==> src/rtl/snapctr_pkg.sv <==
package snapctr_pkg;

    localparam logic [7:0] CMD_SNAPSHOT = 8'h01;
    localparam logic [7:0] CMD_LIVE     = 8'h00;

    typedef struct packed {
        logic hit;
        logic is_hi;
    } dec_flags_t;

endpackage

==> src/rtl/snapctr_decode.sv <==
module snapctr_decode #(
    parameter int ADDR_W        = 12,
    parameter int NUM_GROUPS    = 16,
    parameter int GRP_PER_PAGE  = 4,
    parameter int FIRST_PAGE    = 4,
    parameter int PAGE_OFF      = 'h50
) (
    input  logic [ADDR_W-1:0]             addr_i,
    output snapctr_pkg::dec_flags_t       flags_o,
    output logic [$clog2(NUM_GROUPS)-1:0] grp_o
);
    localparam int NUM_PAGES = NUM_GROUPS / GRP_PER_PAGE;
    localparam int PAGE_W    = ADDR_W - 8;
    localparam int SLOT_W    = $clog2(GRP_PER_PAGE);
    localparam int GIDX_W    = $clog2(NUM_GROUPS);
    localparam int SPAN      = 2 * GRP_PER_PAGE;

    logic [PAGE_W-1:0] page;
    logic [7:0]        offs;
    logic [7:0]        rel;
    int                page_rel;
    logic              in_page;
    logic              in_offs;

    always_comb begin
        page     = addr_i[ADDR_W-1:8];
        offs     = addr_i[7:0];
        rel      = offs - 8'(PAGE_OFF);
        page_rel = int'(page) - FIRST_PAGE;
        in_page  = (page_rel >= 0) && (page_rel < NUM_PAGES);
        in_offs  = (int'(offs) >= PAGE_OFF) && (int'(rel) < SPAN);
        flags_o.hit   = in_page && in_offs;
        flags_o.is_hi = rel[0];
        grp_o = flags_o.hit
              ? GIDX_W'(page_rel * GRP_PER_PAGE + int'(rel[SLOT_W:1]))
              : '0;
    end

endmodule

==> src/rtl/snapctr_group.sv <==
module snapctr_group #(
    parameter int DATA_W = 8
) (
    input  logic                clk,
    input  logic                rst_n,
    input  logic                cell_i,
    input  logic                snap_i,
    input  logic                live_i,
    input  logic                rdlo_i,
    output logic [2*DATA_W-1:0] cnt_o,
    output logic [2*DATA_W-1:0] hold_o,
    output logic [DATA_W-1:0]   shadow_o,
    output logic                snap_mode_o,
    output logic                clr_o
);
    localparam int CNT_W = 2 * DATA_W;
    localparam logic [CNT_W-1:0] CNT_MAX = '1;

    typedef struct packed {
        logic [CNT_W-1:0]  cnt;
        logic [CNT_W-1:0]  hold;
        logic [DATA_W-1:0] shadow;
        logic              snap_mode;
    } grp_state_t;

    grp_state_t st_q, st_d;
    logic             clr;
    logic [CNT_W-1:0] base;

    always_comb begin
        st_d = st_q;
        clr  = snap_i || (rdlo_i && !st_q.snap_mode);
        base = clr ? '0 : st_q.cnt;
        if (cell_i && (base != CNT_MAX)) begin
            st_d.cnt = base + 1'b1;
        end else begin
            st_d.cnt = base;
        end
        if (snap_i) begin
            st_d.hold      = st_q.cnt;
            st_d.snap_mode = 1'b1;
        end else if (live_i) begin
            st_d.snap_mode = 1'b0;
        end
        if (rdlo_i && !st_q.snap_mode) begin
            st_d.shadow = st_q.cnt[CNT_W-1:DATA_W];
        end
    end

    always_ff @(posedge clk) begin
        if (!rst_n) begin
            st_q <= '0;
        end else begin
            st_q <= st_d;
        end
    end

    assign cnt_o       = st_q.cnt;
    assign hold_o      = st_q.hold;
    assign shadow_o    = st_q.shadow;
    assign snap_mode_o = st_q.snap_mode;
    assign clr_o       = clr;

endmodule

==> src/rtl/snapctr_bank.sv <==
module snapctr_bank #(
    parameter int NUM_GROUPS   = 16,
    parameter int DATA_W       = 8,
    parameter int ADDR_W       = 12,
    parameter int GRP_PER_PAGE = 4,
    parameter int FIRST_PAGE   = 4,
    parameter int PAGE_OFF     = 'h50
) (
    input  logic                  clk,
    input  logic                  rst_n,
    input  logic [NUM_GROUPS-1:0] cell_pulse,
    input  logic [ADDR_W-1:0]     bus_addr,
    input  logic                  bus_wr,
    input  logic                  bus_rd,
    input  logic [DATA_W-1:0]     bus_wdata,
    output logic [DATA_W-1:0]     bus_rdata
);
    import snapctr_pkg::*;

    localparam int CNT_W  = 2 * DATA_W;
    localparam int GIDX_W = $clog2(NUM_GROUPS);

    typedef struct packed {
        logic [DATA_W-1:0] rdata;
    } port_state_t;

    dec_flags_t        dec;
    logic [GIDX_W-1:0] dec_grp;

    logic [NUM_GROUPS-1:0][CNT_W-1:0]  cnt_all;
    logic [NUM_GROUPS-1:0][CNT_W-1:0]  hold_all;
    logic [NUM_GROUPS-1:0][DATA_W-1:0] shad_all;
    logic [NUM_GROUPS-1:0]             mode_all;
    logic [NUM_GROUPS-1:0]             clr_all;
    logic [NUM_GROUPS-1:0]             snap_v;
    logic [NUM_GROUPS-1:0]             live_v;
    logic [NUM_GROUPS-1:0]             rdlo_v;

    logic              wr_lo;
    logic              rd_ok;
    logic [DATA_W-1:0] sel_byte;
    port_state_t       ps_q, ps_d;

    snapctr_decode #(
        .ADDR_W      (ADDR_W),
        .NUM_GROUPS  (NUM_GROUPS),
        .GRP_PER_PAGE(GRP_PER_PAGE),
        .FIRST_PAGE  (FIRST_PAGE),
        .PAGE_OFF    (PAGE_OFF)
    ) u_dec (
        .addr_i (bus_addr),
        .flags_o(dec),
        .grp_o  (dec_grp)
    );

    always_comb begin
        wr_lo = bus_wr && dec.hit && !dec.is_hi;
        rd_ok = bus_rd && !bus_wr;
        for (int g = 0; g < NUM_GROUPS; g++) begin
            snap_v[g] = wr_lo && (dec_grp == GIDX_W'(g)) && (bus_wdata == CMD_SNAPSHOT);
            live_v[g] = wr_lo && (dec_grp == GIDX_W'(g)) && (bus_wdata == CMD_LIVE);
            rdlo_v[g] = rd_ok && dec.hit && !dec.is_hi && (dec_grp == GIDX_W'(g));
        end
    end

    for (genvar g = 0; g < NUM_GROUPS; g++) begin : g_grp
        snapctr_group #(.DATA_W(DATA_W)) u_grp (
            .clk        (clk),
            .rst_n      (rst_n),
            .cell_i     (cell_pulse[g]),
            .snap_i     (snap_v[g]),
            .live_i     (live_v[g]),
            .rdlo_i     (rdlo_v[g]),
            .cnt_o      (cnt_all[g]),
            .hold_o     (hold_all[g]),
            .shadow_o   (shad_all[g]),
            .snap_mode_o(mode_all[g]),
            .clr_o      (clr_all[g])
        );
    end

    always_comb begin
        ps_d = ps_q;
        if (dec.is_hi) begin
            sel_byte = mode_all[dec_grp] ? hold_all[dec_grp][CNT_W-1:DATA_W]
                                         : shad_all[dec_grp];
        end else begin
            sel_byte = mode_all[dec_grp] ? hold_all[dec_grp][DATA_W-1:0]
                                         : cnt_all[dec_grp][DATA_W-1:0];
        end
        if (rd_ok) begin
            ps_d.rdata = dec.hit ? sel_byte : '0;
        end
    end

    always_ff @(posedge clk) begin
        if (!rst_n) begin
            ps_q <= '0;
        end else begin
            ps_q <= ps_d;
        end
    end

    assign bus_rdata = ps_q.rdata;

endmodule

==> config.mk <==
export PLATFORM = sky130hd
export DESIGN_NAME = snapctr_bank
export DESIGN_NICKNAME = d
export VERILOG_FILES = /design/src/rtl/snapctr_pkg.sv /design/src/rtl/snapctr_decode.sv /design/src/rtl/snapctr_group.sv /design/src/rtl/snapctr_bank.sv
export SDC_FILE = /design/constraint.sdc
export NUM_CORES = 2
export LEC_CHECK = 0
export ABC_AREA = 1
export BUFFER_PORTS_ARGS = -buffer_cell sky130_fd_sc_hd__buf_2
export CAP_MARGIN = 30
export CORE_ASPECT_RATIO = 1.4
export CORE_UTILIZATION = 60
export CTS_CLUSTER_DIAMETER = 30
export DETAILED_ROUTE_END_ITERATION = 8
export PLACE_DENSITY = 0.76
export SYNTH_ARGS = -nofsm -noshare
export SYNTH_HDL_FRONTEND = slang
export SYNTH_HIERARCHICAL = 1
export SYNTH_SLANG_ARGS = --single-unit
==> constraint.sdc <==
create_clock -name clk -period 4.6 [get_ports clk]
set_input_delay 0.46 -clock clk [delete_from_list [all_inputs] [get_ports clk]]
set_output_delay 0.46 -clock clk [all_outputs]
set_load 0.02 [all_outputs]
Word level (Yosys, flattened, before mapping) --
Cells that the tools add are included.
Operators by class: magnitude comparators 5, reductions and logical operators 156, add/subtract/negate cells 19, multiplexer cells 77, equality and inequality tests 32
Operator list (count):
- $mux W16 | 33
- $add A16 B1 Y16 const B | 16
- $ne A16 B16 Y1 const B | 16
- $bmux W16 S4 | 2
- $logic_and A1 B1 Y1 | 104
- $mux W8 | 6
- $mux W1 | 33
- $bmux W8 S4 | 1
- $eq A4 B4 Y1 const B | 8
- $reduce_bool A2 Y1 | 16
- $logic_not A1 Y1 | 18
- $eq A4 B3 Y1 const B | 4
- $logic_or A1 B1 Y1 | 16
- $eq A4 B2 Y1 const B | 2
- $eq A8 B1 Y1 const B | 1
- $ge A8 B7 Y1 const B | 1
- $logic_not A8 Y1 | 1
- $lt A8 B4 Y1 const B | 1
- $sub A8 B7 Y8 const B | 1
- $ge A5 B1 Y1 const B | 1
- $lt A4 B5 Y1 const B | 1
- $lt A5 B4 Y1 const B | 1
- $sub A4 B3 Y5 const B | 1
- $add A4 B3 Y4 | 1
- other kinds (4) | 4
Word-level totals: input bits 40, logic and storage cells 354, output and inout bits 8, register bits 664

Longest topological paths before layout --
depth in word-level cells 13, depth in mapped cells 25, mapped depth without buffers 24

Modules after synthesis --
Netlist, hierarchy kept.
By module, submodules not included:
- snapctr_group at g_grp[0].u_grp ... | times used 9, seq. area each 820.8 sq um, area each 1978.1 sq um, cells an instance 281
- snapctr_group at g_grp[3].u_grp ... | times used 7, seq. area each 820.8 sq um, area each 1959.4 sq um, cells an instance 281
- snapctr_bank | times used 1, seq. area each 160.2 sq um, area each 5987.0 sq um, cells an instance 1474
- snapctr_decode | times used 1, seq. area each 0.0 sq um, area each 77.6 sq um, cells an instance 19

Worst setup path before layout --
No wires, ideal clock.
path kind input port to flip-flop, start input port bus_addr[3], end register g_grp[0].u_grp.st_q (netlist bit g_grp[0].u_grp/cnt_o[10]), library setup time 115 ps, arrival 3158 ps, stages on the path 23, data required time 4485 ps, buffers on the path 2, path slack 1327 ps, cells stage by stage inv_1 > nand2_1 > nor2_1 > nand2_2 > inv_1 > inv_1 > nor3_1 > clkbuf_1 > nand3_1 > nor2_1 > clkinv_2 > nand2_1 > buf_4 > nor2_1 > ha_1 > nand2_1 > nor2_4 > nand3_1 > nor2_2 > nand2_2 > nand3_1 > nand2_1 > nor2_1
RTL lines:
- start, declared | line snapctr_bank.sv:12 | input logic [ADDR_W-1:0] bus_addr,
- end signal, assigned | line snapctr_group.sv:54 | st_q <= st_d;
- end, declared | line snapctr_group.sv:26 | grp_state_t st_q, st_d;

==> results.tsv <==
stage	metric	value	unit
logic_synthesis	Synth Cell Area	37580	um2
status	failing checks	design-rule violations	
clocking	H-Tree Depth	4	
timing	max-slew violations	0	
placement	Final Wtd Congestion	1.039	
layout	# fillers	5644	
clocking	Worst-Skew Late Latency	730	ps
setup_path	Critical Path AT	4210	ps
setup_path	Worst setup startpoint	bus_addr[7]	
detailed_routing	vias per cell	5.696	
layout	area grow syn2layout	13.96	%
logic_synthesis	largest family of logic cells by synthesized area	simple AND/OR/NAND/NOR gates	
floorplan	Ports	48	
layout	Layout Utilization	0.6905	
clocking	Post-CTS Setup Inserts	0	
clocking	hold_buf cts	0	
detailed_routing	routed vias	39350	
grt	largest net degree at the start of global routing	149	
timing	RSZ-0062 raised after global routing	false	
clocking	clock tree from TritonCTS	yes	
logic_synthesis	Yosys reg bits	664	
timing	setup TNS after final layout	0	ps
logic_synthesis	Adder-Cell Fraction of Synth Area	0.005327	
floorplan	Core Box Area	62020	um2
logic_synthesis	EDFF count, synth	0	
placement	placed cell areas	38080	um2
clocking	cts repair resizes	0	
detailed_routing	Routed WL	133.1	mm
placement	Port Buffers	47	
grt	gr ovfl total	0	
setup_path	flop-to-flop setup slack	2130	ps
detailed_routing	Detail Route Antenna Nets	0	
logic_synthesis	post-synthesis sequential area ratio	0.3537	
detailed_routing	DRT iter0 DRCs	3730	
timing	clk_skew	29.19	ps
timing	minimum clock period	3561	ps
logic_synthesis	syn avg cell area	6.275	um2
grt	first-pass GRT wire length	201.0	mm
floorplan	Initial Utilization	0.6059	
power	VDD IR max	434.4	uV
clocking	clock sinks	664	
setup_path	crit path kind	input pin to flop	
logic_synthesis	post-synthesis mux area share	0	
setup_path	reg2reg path depth	13	
timing	fin crit share	0.7741	
clocking	CTS max path bufs	3	
floorplan	Die Span Y	298.1	um
worst_hold_path	worst hold path type	input pin to flop	
logic_synthesis	Yosys cell types	28	
floorplan	die area	63660	um2
power	Pleak	20.01	nW
detailed_routing	wire per inst	19.27	um
grt	initial antenna violation count	1	
placement	Detailed Place HPWL	95.95	mm
timing	f_max	280.8	MHz
floorplan	Die W	213.5	um
setup_path	Critical Path End Type	flop	
logic_synthesis	post-synthesis compound-gate area fraction	0.1220	
logic_synthesis	XOR/XNOR share of the synthesized area	0	
setup_path	Worst setup endpoint	g_grp[11].u_grp/cnt_o[8]	
timing	Slew @ Worst Pin	896.4	ps
worst_hold_path	worst hold stages	4	
timing	Hold Worst Slack	96.53	ps
setup_path	CP max FO	16	
worst_hold_path	Hold Crit Start	cell_pulse[11]	
timing	Final setup viols	0	
run	max_cap viols	0	
clocking	root buf cell	clkbuf_16	
setup_path	worst r2r dst	g_grp[2].u_grp/cnt_o[8]	
logic_synthesis	synth warn	6	
logic_synthesis	simple-gate area share of the yosys netlist	0.4151	
layout	Design Area, Final	42830	um2
timing	endpoints failing hold	0	
layout	fraction of layout cells with a size suffix above 1	0.1059	
status	outcome	complete, but fails checks	
power	Power Dens Cells	384.8	nW/um2
timing	Rel. slew slack	0.4024	
detailed_routing	DR DRC count	3	
clocking	Clock transition at path regs	40	ps
grt	vias in the first global route	36670	
floorplan	row count	108	
logic_synthesis	Syn Nets	6045	
setup_path	Required @ worst endpoint	5250	ps
grt	All-Layer GR Usage	0.4136	
setup_path	R2R Path Start	g_grp[2].u_grp/snap_mode_o	
clocking	CTS Buf Count	137	
logic_synthesis	main flop type after synthesis	dfxtp_1	
setup_path	crit start category	input pin	
logic_synthesis	share of synthesized registers carrying an async set or reset	0	
detailed_routing	router iterations before antenna repair	9	
layout	fin nets	6033	
logic_synthesis	Syn Inst Count	5989	
## critical path, stage by stage
cell	delay [ps]
buf_2	90
inv_1	40
nand2_1	40
nor2_1	100
nand2_2	190
inv_1	90
inv_1	60
nor2_1	100
buf_4	150
inv_1	50
nor2_1	230
inv_1	330
nor3_1	550
nand2_4	230
nand2_1	390
nor2_1	140
ha_1	220
nand2_1	110
nor2_4	60
nand2_1	140
nor2_2	60
nand2_1	80
nand3b_1	110
nand2_1	60
nor2_1	90
## routing by layer
layer | GRT usage | routed length [um] | vias to the layer above
met3 | 0.06925 | 8157 | 521
li1 | - | - | 19180
met1 | 0.4374 | 47600 | 18000
met4 | 0.3901 | 13790 | 0
met5 | 0 | 0 | -
met2 | 0.6901 | 63540 | 1654
## state kept, by name, summed over array words and instances (netlist names)
signal / flops
g_grp.u_grp/hold_o: 256
g_grp.u_grp/cnt_o: 256
bus_rdata: 8
g_grp.u_grp/snap_mode_o: 16
g_grp.u_grp/shadow_o: 128
## where the power goes
group	switching [mW]	internal, mW	leakage [nW]
Clock	3.34	6.92	2.31
Combinational	0.275	0.119	12.3
Sequential	0.0256	5.79	5.35
## synth_stat cells (26+ instances only)
library cell | instances | area [um2]
nand3_1 | 404 | 2022
inv_1 | 586 | 2200
a21oi_1 | 499 | 2497
o21ai_0 | 393 | 1967
nor2_4 | 51 | 574.3
nor2_1 | 889 | 3337
nor3_1 | 97 | 485.5
buf_6 | 48 | 540.5
nand2_2 | 26 | 162.7
nor2_2 | 74 | 462.9
dfxtp_1 | 664 | 13290
nand2_1 | 1713 | 6430
clkbuf_1 | 141 | 529.3
buf_2 | 60 | 300.3
nand4_2 | 32 | 400.4
nand4_1 | 145 | 907.1
## placed cells by master (no fill, tap or decap), drive strengths merged
master / instances
ha: 16
clkbuf: 172
nand3b: 9
or2: 9
dfxtp: 664
nand2: 1762
a21oi: 499
nand3: 413
nor3: 97
clkinvlp: 11
nand4: 193
diode: 2
o21a: 16
bufinv: 20
nor4: 1
o21ai: 393
nor2: 1014
inv: 619
clkinv: 43
buf: 130
## through the flow
stage          worst slack [ps]  power [mW]  instances
2_1_floorplan              1327       6.181       5989
3_3_place_gp              540.9       6.307       6663
3_5_place_dp              471.8       6.312       6663
4_1_cts                    1212       16.52       6906
5_1_grt                   815.6       16.86       6906
6_report                   1039       16.48       6908
## how the worst min path moves through the flow
| stage | to | slack (ps) |
|---|---|---|
| 2_1_floorplan | g_grp[0].u_grp/shadow_o[7] | 460 |
| 4_1_cts | g_grp[11].u_grp/cnt_o[1] | 80 |
| 3_3_place_gp | g_grp[12].u_grp/shadow_o[7] | 470 |
| 3_5_place_dp | g_grp[12].u_grp/shadow_o[7] | 480 |
| 6_report | g_grp[11].u_grp/cnt_o[1] | 100 |
| 5_1_grt | g_grp[10].u_grp/cnt_o[0] | 110 |
## kinds of logic (layout without fill, tap and decap cells)
family | Yosys count | after routing
AO/OA/AOI/OAI | 908 | 908
AND/OR/NAND/NOR | 3498 | 3498
other | 0 | 2
flip-flops | 664 | 664
adder cells (fa/ha/maj) | 16 | 16
buffers and inverters | 903 | 995
## cell type report
cell class / count / area (um2) / share of cell area
diodes: 2 / 5.005 / 0.0001169
clock buffers: 172 / 3775 / 0.08814
clock inverters: 71 / 973.4 / 0.02273
inverters: 622 / 2357 / 0.05504
multi-input cells: 4422 / 20460 / 0.4778
flip-flops and latches: 664 / 13290 / 0.3104
well taps: 825 / 1032 / 0.02410
repair buffers: 130 / 930.9 / 0.02173
Note: power is estimated with default switching activity, not from simulation.
